## src/rtl/i2cbe_pkg.sv

```systemverilog
package i2cbe_pkg;

  typedef enum logic [1:0] {
    OP_START = 2'b00,
    OP_STOP  = 2'b01,
    OP_WRITE = 2'b10,
    OP_READ  = 2'b11
  } op_e;

  typedef enum logic [4:0] {
    S_IDLE,
    S_WAIT,      // wait one half-period, then go to ret
    S_STR,       // wait for released SCL to read high, then go to ret
    P_PROBE,
    P_RS_REL,
    P_RS_SU,
    P_ST_CHK,
    P_ST_END,
    P_SP_REL,
    P_SP_SU,
    P_SP_RSDA,
    P_SP_CHK,
    P_WR_REL,
    P_WR_STR,
    P_WR_CHK,
    P_RD_REL,
    P_RD_SU,
    P_RD_SMP
  } st_e;

endpackage

```

## src/rtl/i2cbe_halfper.sv

```systemverilog
module i2cbe_halfper #(
  parameter int DIV_W = 16
) (
  input  logic             clk,
  input  logic             rst,
  input  logic             run,
  input  logic [DIV_W-1:0] div_i,
  output logic             tick_o,
  output logic             edge_o
);
  logic [DIV_W-1:0] cnt;
  logic [DIV_W-1:0] last;

  // a zero divider behaves as one clock per half-period
  assign last = (div_i == '0) ? '0 : div_i - 1'b1;

  always_ff @(posedge clk) begin
    if (rst || !run) cnt <= '0;
    else if (cnt >= last) cnt <= '0;
    else cnt <= cnt + 1'b1;
  end

  assign tick_o = run && (cnt >= last);
  assign edge_o = run && (cnt == '0);
endmodule

```

## src/rtl/i2cbe_seq.sv

```systemverilog
module i2cbe_seq
  import i2cbe_pkg::*;
#(
  parameter int STRETCH_LIMIT = 10
) (
  input  logic clk,
  input  logic rst,
  input  logic cmd_valid_i,
  input  op_e  cmd_op_i,
  input  logic cmd_bit_i,
  input  logic scl_i,
  input  logic sda_i,
  input  logic tick_i,
  input  logic edge_i,
  output logic run_o,
  output logic scl_low_o,
  output logic sda_low_o,
  output logic busy_o,
  output logic done_o,
  output logic err_o,
  output logic rbit_o,
  output logic open_o,
  output logic ready_o
);
  localparam int SW = $clog2(STRETCH_LIMIT + 1);

  st_e           state, ret;
  logic [SW-1:0] scnt;
  logic          wbit;

  assign run_o  = (state == S_WAIT) || (state == S_STR);
  assign busy_o = (state != S_IDLE);

  always_ff @(posedge clk) begin
    if (rst) begin
      state     <= S_WAIT;
      ret       <= P_PROBE;
      scl_low_o <= 1'b0;
      sda_low_o <= 1'b0;
      done_o    <= 1'b0;
      err_o     <= 1'b0;
      rbit_o    <= 1'b0;
      open_o    <= 1'b0;
      ready_o   <= 1'b0;
      scnt      <= '0;
      wbit      <= 1'b0;
    end else begin
      done_o <= 1'b0;
      case (state)
        S_IDLE: if (cmd_valid_i) begin
          wbit <= cmd_bit_i;
          case (cmd_op_i)
            OP_START: if (open_o) begin
              sda_low_o <= 1'b0; state <= S_WAIT; ret <= P_RS_REL;
            end else begin
              state <= P_ST_CHK;
            end
            OP_STOP: begin
              sda_low_o <= 1'b1; state <= S_WAIT; ret <= P_SP_REL;
            end
            OP_WRITE: begin
              sda_low_o <= !cmd_bit_i; state <= S_WAIT; ret <= P_WR_REL;
            end
            default: begin
              sda_low_o <= 1'b0; state <= S_WAIT; ret <= P_RD_REL;
            end
          endcase
        end
        S_WAIT: if (tick_i) state <= ret;
        S_STR: if (edge_i) begin
          if (scl_i) begin
            scnt <= '0; state <= ret;
          end else if (scnt == SW'(STRETCH_LIMIT)) begin
            scnt <= '0; done_o <= 1'b1; err_o <= 1'b1; state <= S_IDLE;
          end else begin
            scnt <= scnt + 1'b1;
          end
        end
        P_PROBE: begin
          ready_o <= scl_i && sda_i; state <= S_IDLE;
        end
        P_RS_REL: begin scl_low_o <= 1'b0; state <= S_STR; ret <= P_RS_SU; end
        P_RS_SU:  begin state <= S_WAIT; ret <= P_ST_CHK; end
        P_ST_CHK: if (!sda_i) begin
          done_o <= 1'b1; err_o <= 1'b1; state <= S_IDLE;
        end else begin
          sda_low_o <= 1'b1; state <= S_WAIT; ret <= P_ST_END;
        end
        P_ST_END: begin
          scl_low_o <= 1'b1; open_o <= 1'b1;
          done_o <= 1'b1; err_o <= 1'b0; state <= S_IDLE;
        end
        P_SP_REL:  begin scl_low_o <= 1'b0; state <= S_STR; ret <= P_SP_SU; end
        P_SP_SU:   begin state <= S_WAIT; ret <= P_SP_RSDA; end
        P_SP_RSDA: begin sda_low_o <= 1'b0; state <= S_WAIT; ret <= P_SP_CHK; end
        P_SP_CHK: begin
          if (sda_i) open_o <= 1'b0;
          done_o <= 1'b1; err_o <= !sda_i; state <= S_IDLE;
        end
        P_WR_REL: begin scl_low_o <= 1'b0; state <= S_WAIT; ret <= P_WR_STR; end
        P_WR_STR: begin state <= S_STR; ret <= P_WR_CHK; end
        P_WR_CHK: begin
          if (wbit && !sda_i) begin
            err_o <= 1'b1;
          end else begin
            err_o <= 1'b0; scl_low_o <= 1'b1;
          end
          done_o <= 1'b1; state <= S_IDLE;
        end
        P_RD_REL: begin scl_low_o <= 1'b0; state <= S_STR; ret <= P_RD_SU; end
        P_RD_SU:  begin state <= S_WAIT; ret <= P_RD_SMP; end
        P_RD_SMP: begin
          rbit_o <= sda_i; scl_low_o <= 1'b1;
          done_o <= 1'b1; err_o <= 1'b0; state <= S_IDLE;
        end
        default: state <= S_IDLE;
      endcase
    end
  end
endmodule

```

## src/rtl/i2c_bit_engine.sv

```systemverilog
module i2c_bit_engine
  import i2cbe_pkg::*;
#(
  parameter int DIV_W         = 16,
  parameter int STRETCH_LIMIT = 10
) (
  input  logic             clk,
  input  logic             rst,
  input  logic [DIV_W-1:0] div_i,
  input  logic             cmd_valid_i,
  input  logic [1:0]       cmd_op_i,
  input  logic             cmd_bit_i,
  input  logic             scl_i,
  input  logic             sda_i,
  output logic             scl_low_o,
  output logic             sda_low_o,
  output logic             busy_o,
  output logic             done_o,
  output logic             err_o,
  output logic             rbit_o,
  output logic             txn_open_o,
  output logic             bus_ready_o
);
  logic run, tick, hp_edge;

  i2cbe_halfper #(.DIV_W(DIV_W)) u_hp (
    .clk(clk), .rst(rst), .run(run), .div_i(div_i),
    .tick_o(tick), .edge_o(hp_edge)
  );

  i2cbe_seq #(.STRETCH_LIMIT(STRETCH_LIMIT)) u_seq (
    .clk(clk), .rst(rst),
    .cmd_valid_i(cmd_valid_i), .cmd_op_i(op_e'(cmd_op_i)), .cmd_bit_i(cmd_bit_i),
    .scl_i(scl_i), .sda_i(sda_i), .tick_i(tick), .edge_i(hp_edge),
    .run_o(run), .scl_low_o(scl_low_o), .sda_low_o(sda_low_o),
    .busy_o(busy_o), .done_o(done_o), .err_o(err_o), .rbit_o(rbit_o),
    .open_o(txn_open_o), .ready_o(bus_ready_o)
  );
endmodule

```

## config.mk

```make
export PLATFORM = sky130hd
export DESIGN_NAME = i2c_bit_engine
export DESIGN_NICKNAME = d
export VERILOG_FILES = /design/src/rtl/i2cbe_pkg.sv /design/src/rtl/i2cbe_halfper.sv /design/src/rtl/i2cbe_seq.sv /design/src/rtl/i2c_bit_engine.sv
export SDC_FILE = /design/constraint.sdc
export NUM_CORES = 1
export LEC_CHECK = 0
export ABC_CLOCK_PERIOD_IN_PS = 3700
export BUFFER_PORTS_ARGS = -buffer_cell sky130_fd_sc_hd__buf_2
export CAP_MARGIN = 20
export CORE_MARGIN = 2
export CORE_UTILIZATION = 30
export CTS_BUF_LIST = sky130_fd_sc_hd__clkbuf_4 sky130_fd_sc_hd__clkbuf_8
export DETAILED_ROUTE_END_ITERATION = 8
export SETUP_SLACK_MARGIN = 0.5
export SLEW_MARGIN = 40
export SYNTH_ARGS = -nofsm -noshare
export SYNTH_HDL_FRONTEND = slang
export SYNTH_HIERARCHICAL = 1
export SYNTH_SLANG_ARGS = --single-unit
```

## constraint.sdc

```tcl
create_clock -name clk -period 3.7 [get_ports clk]
set_input_delay 0.74 -clock clk [delete_from_list [all_inputs] [get_ports clk]]
set_output_delay 0.74 -clock clk [all_outputs]
set_load 0.01 [all_outputs]
```

# Word level (Yosys, flattened, before mapping)
# Index checks and enable logic that the tools add are counted.
[totals]
elab_cells = 117
register_bits = 38
[classes]
n_addsub = 3
eq_ne = 31
mux = 37
magnitude_cmp = 1
n_reduce_logical = 33
[op_table]
columns = ["op", "n"]
rows = [
  ["5-bit case mux with 11 select lines", 1],
  ["5-bit by 4-bit equality test with 1-bit output (second input constant)", 8],
  ["5-bit 2-to-1 mux", 8],
  ["16-bit logical NOT", 2],
  ["5-bit case mux with 6 select lines", 1],
  ["5-bit by 3-bit equality test with 1-bit output (second input constant)", 4],
  ["2-bit inequality test (second input constant)", 9],
  ["16-bit by 1-bit adder with 16-bit output (second input constant)", 1],
  ["16-bit greater-or-equal comparator", 1],
  ["16-bit 2-to-1 mux", 1],
  ["16-bit by 1-bit subtractor with 16-bit output (second input constant)", 1],
  ["1-bit 2-to-1 mux", 15],
  ["5-bit case mux with 3 select lines", 1],
  ["1-bit case mux with 3 select lines", 4],
  ["4-bit AND reduction", 3],
  ["4-bit OR reduction", 3],
  ["11-bit nonzero test", 1],
  ["5-bit by 2-bit equality test with 1-bit output (second input constant)", 2],
  ["5-bit equality test (second input constant)", 2],
  ["5-bit nonzero test", 2],
  ["4-bit 2-to-1 mux", 2],
  ["2-bit AND reduction", 4],
  ["3-bit 2-to-1 mux", 2],
  ["3-bit nonzero test", 2],
  ["other kinds (18)", 25],
]

# Logic depth before layout (Yosys ltp)
[depth]
word_depth = 6
depth_mapped = 14

# Modules after synthesis
# The synthesis kept the hierarchy.
[modules_own_cells]
columns = ["module", "n_inst", "cells_per_inst", "area_per_inst_um2"]
rows = [
  ["i2cbe_seq", 1, 218, 1625.3],
  ["i2cbe_halfper", 1, 184, 1517.7],
]

# Worst setup path after synthesis
# Ideal clock, no wire load.
[synth_timing]
path_kind = "input port to flip-flop"
from = "input port div_i[6]"
to = "register u_seq.state[3]"
stages = 12
path_slack_ns = -0.134
arrival_time_ns = 3.719
required_ns = 3.585
setup_time_ns = 0.115
cell_sequence = "nor3_1 -> nand4_1 -> clkbuf_1 -> nand2_1 -> ha_1 -> and4_1 -> nand2_1 -> o22ai_1 -> o31a_1 -> o41ai_2 -> nor3_1 -> and3_1"
[synth_via]
elab_chain_cells = 6
[synth_lines]
columns = ["element", "line_no", "source"]
rows = [
  ["start: declaration", "i2c_bit_engine.sv:9", "input logic [DIV_W-1:0] div_i,"],
  ["16-bit by 1-bit subtractor with 16-bit output / 16-bit logical NOT (equally long branches)", "i2cbe_halfper.sv:15", "assign last = (div_i == '0) ? '0 : div_i - 1'b1;"],
  ["16-bit 2-to-1 mux *", "i2cbe_halfper.sv:15", ""],
  ["16-bit greater-or-equal comparator *", "i2cbe_halfper.sv:23", "assign tick_o = run && (cnt >= last);"],
  ["1-bit logical AND *", "i2cbe_halfper.sv:23", ""],
  ["net tick", "i2c_bit_engine.sv:24", "logic run, tick, hp_edge;"],
  ["2-bit inequality test (no line) *", "-", ""],
  ["4-bit AND reduction (no line) *", "-", ""],
  ["end signal: assignment", "i2cbe_seq.sv:69", "S_WAIT: if (tick_i) state <= ret;"],
  ["end: declaration", "i2cbe_seq.sv:27", "st_e state, ret;"],
]
# The timed path passes the listed nets; every way through them passes the cells marked *.
# A chain may end at the register's enable or synchronous reset.

# Worst setup path after layout
[layout_timing]
from = "input port div_i[0]"
to = "register u_seq.state[0]"
# The elaborated chain is that of the path after synthesis.

==> impl_metrics.tcl <==
set metrics [dict create \
    cts_root_buf "clkbuf_8" \
    ys.flop_type "dfxtp_1" \
    drt_wl_total_mm 8.35 \
    grt_max_degree 28 \
    skew_ps 12.5 \
    worstMarginPinSlew_ps 602 \
    cts_tree "yes" \
    syn_nets 452 \
    path_cells "buf_6 > buf_6 > nor4_4 > buf_4 > nand4_1 > xnor2_1 > nand2_2 > ha_4 > and4_4 > nand2_4 > a311oi_4 > o31a_1 > o41ai_4 > a221o_1 > o32a_1" \
    hold_end "u_seq/ready_o" \
    yosysSeqAreaShare 0.242 \
    status "finished clean" \
    vdd_ir_drop_max_mv 0.159 \
    cpPeakStageDelay_ps 290 \
    setup_violations 0 \
    placed_area_um2 3590 \
    die-area_um2 11300 \
    synth_top_family_by_area "simple AND/OR/NAND/NOR gates" \
    drive_above_1_share 0.211 \
    io_pins 32 \
    drc 0 \
    rows 37 \
    ys_warn_count 6 \
    synthTopCellsByArea "dfxtp_1 (24%), ha_1 (10%), xnor2_1 (6.1%)" \
    crit_slowest_cell "o32a_1" \
    die_h_um 106 \
    synth-compound-area-share 0.193 \
    synth.cell_area_um2 3140 \
    grt_pass1_vias 2998 \
    antenna_found_initial 0 \
    timing.rr.start "u_seq/state[2]" \
    period_minus_slack_ps 3230 \
    rsz0062_at_grt "yes" \
    cap_violations 0 \
    cellPowerDensity_nw_per_um2 253 \
    hold_viol_final 0 \
    synth-simple-area-share 0.308 \
    crit_top_cell "buf_6" \
    clkLatencyLatePin_ps 300 \
    final_antenna_net_count 0 \
    htreeDepth 2 \
    synth_seq_cells 38 \
    synth_cells 402 \
    worst_slack_ps 470 \
    fmax_mhz 310 \
    synth_fa_ha_area_frac 0.104 \
    fin_hold_ws_ps 481 \
    hold_start "u_seq/ready_o" \
    synth_enable_flop_cells 0 \
    async_flop_share 0 \
    gp_congestion 0.821 \
    yosysTopAreaCell "dfxtp_1" \
    arrival_ps 3410 \
    tritoncts.num_buffers 5 \
    synth_mux_area_frac 0.0127 \
    critPathMaxFanout 6 \
    critPathTopFamily "compound AO/OA/AOI/OAI gates" \
    antennaDiodeCount 0 \
    synth_xor_area_frac 0.0776 \
    synth_area_per_cell_um2 7.82 \
    max_slew_margin 0.596 \
    leakagePower_nw 1.50 \
    overflow 0 \
    syn2layout_area_growth_pct 22.5 \
    tns_ps 0 \
    die_x_um 106 \
    crit_buf_inv 3 \
    post_drt_via_cell_ratio 5.46 \
    clk_pin_slew_worst_paths_ps 80 \
    reg2reg_to "u_seq/err_o" \
    drtPass1Iterations 4 \
    slew_violations 0 \
    reg2reg_setup_slack_ps 1140 \
    end_kind "register" \
    hold_class "register to register" \
    cp.required_ps 3880 \
    core_area_um2 10200 \
    start_util 0.307 \
    track_usage 0.150 \
    first_iter_violations 171 \
    period_share 0.873 \
    wl_per_cell_um 14.5 \
    cts-hold-fix-buffers 0 \
    cts_buffer_depth 2 \
    dp_hpwl_mm 6.17 \
    grt_pass1_wl_mm 14.1 \
    vias 3148 \
    holdPathStages 2 \
    io_buffer_count 31 \
    rr_worst_depth 9 \
    post-place-ws_ps 9.60 \
    critPathLaunchType "primary input" \
    yosysTopAreaCellShare 0.242 \
    worstSetupPathType "primary input to register" \
    nets 490 \
    netlist-cell-type-count 68 \
    final_area_um2 3850 \
    numClockSinks 38 \
]
-- registers in the layout (all words and copies together), names as in the netlist --
name / flops
u_seq/ready_o: 1
u_seq/rbit_o: 1
u_seq/done_o: 1
u_seq/err_o: 1
u_seq/scnt: 4
u_seq/sda_low_o: 1
u_hp/cnt: 16
u_seq/scl_low_o: 1
u_seq/ret: 5
u_seq/open_o: 1
u_seq/state: 5
u_seq/wbit: 1
-- what timing repair did --
item / 4_1_cts / 5_1_grt
endpoints found under the hold margin: 0 / 0
pin swaps: 13 / 0
endpoints found under the setup margin: 5 / 20
buffers inserted: 10 / 0
gates resized for setup: 9 / 3
-- metal layers --
layer | wire (um) | vias to the layer above | GRT usage
met5 | 0 | - | 0
met4 | 122 | 0 | 0.0376
met3 | 429 | 14 | 0.0233
met2 | 3990 | 95 | 0.261
met1 | 3810 | 1469 | 0.193
li1 | - | 1570 | -
-- layout by cell type, fill, tap and decap left out, drive strengths merged, types with 3 or more instances in the layout --
master    n
a2111oi   3
a21oi    22
a221oi    3
a22oi     3
and3      5
and4      3
buf      54
clkbuf    5
dfxtp    38
ha       26
inv      24
mux2i     4
nand2    32
nand2b    6
nand3    16
nand3b    3
nand4    10
nor2     27
nor2b     8
nor3     18
nor4     25
nor4b     3
o211ai    3
o21a      3
o21ai    21
o31a      3
or3       4
xnor2    22
xor2      5
-- how the worst max path moves through the flow --
stage / slack, ps / endpoint / start / cells after the start
global placement: 20 / u_seq/state[0] / div_i[3] / 13
detailed placement: 10 / u_seq/state[0] / div_i[3] / 13
CTS: 490 / u_seq/state[0] / div_i[3] / 13
floorplan: 230 / u_seq/state[0] / div_i[3] / 12
global route: 300 / u_seq/state[3] / div_i[0] / 17
finish: 470 / u_seq/state[0] / div_i[0] / 15
-- cell usage after synthesis, types with 4 or more instances --
| cell | number |
|---|---|
| mux2i_1 | 4 |
| or3_1 | 4 |
| xnor2_1 | 22 |
| nand4_1 | 9 |
| nor2b_1 | 8 |
| ha_1 | 26 |
| nand2_1 | 32 |
| xor2_1 | 4 |
| a21oi_1 | 22 |
| buf_2 | 8 |
| o21ai_0 | 21 |
| nor4_1 | 24 |
| dfxtp_1 | 38 |
| and3_1 | 5 |
| nand3_1 | 15 |
| nor2_1 | 27 |
| nand2b_1 | 6 |
| inv_1 | 24 |
| clkbuf_1 | 10 |
| nor3_1 | 17 |
-- power by group --
part	internal [W]	leakage, nW	total [W]	switching, W
Sequential	0.000411	0.307	0.000416	0.00000417
Combinational	0.0000541	1.12	0.000121	0.0000668
Clock	0.000270	0.0683	0.000435	0.000165
Total	0.000736	1.50	0.000972	0.000236
-- final cells by class --
| cell class | instances | area, um^2 |
|---|---|---|
| tap | 136 | 170 |
| timing repair buffer | 54 | 348 |
| inverter | 24 | 95.1 |
| sequential | 38 | 761 |
| fill | 1074 | 6380 |
| multi-input combinational | 317 | 2340 |
| clock inverter | 3 | 68.8 |
| clock buffer | 5 | 68.8 |
-- cell families after synthesis --
group / after synthesis
buf+inv: 47
simple gates: 173
fa+ha+maj: 26
flops: 38
mux: 4
compound gates: 87
xor+xnor: 27
-- worst min-delay path, cell delays in order, from the launching register on --
cell and delay [ps]:
dfxtp_1 310, o21ai_0 70, a21oi_1 60
-- through the flow --
stage | util | power (W) | cells
CTS | 0.375 | 0.000985 | 577
global placement | 0.351 | 0.000536 | 559
finish | 0.376 | 0.000972 | 577
detailed placement | 0.351 | 0.000538 | 559
floorplan | - | 0.000493 | 402
global route | 0.376 | 0.00101 | 577
(Power assumes the default switching activity.)
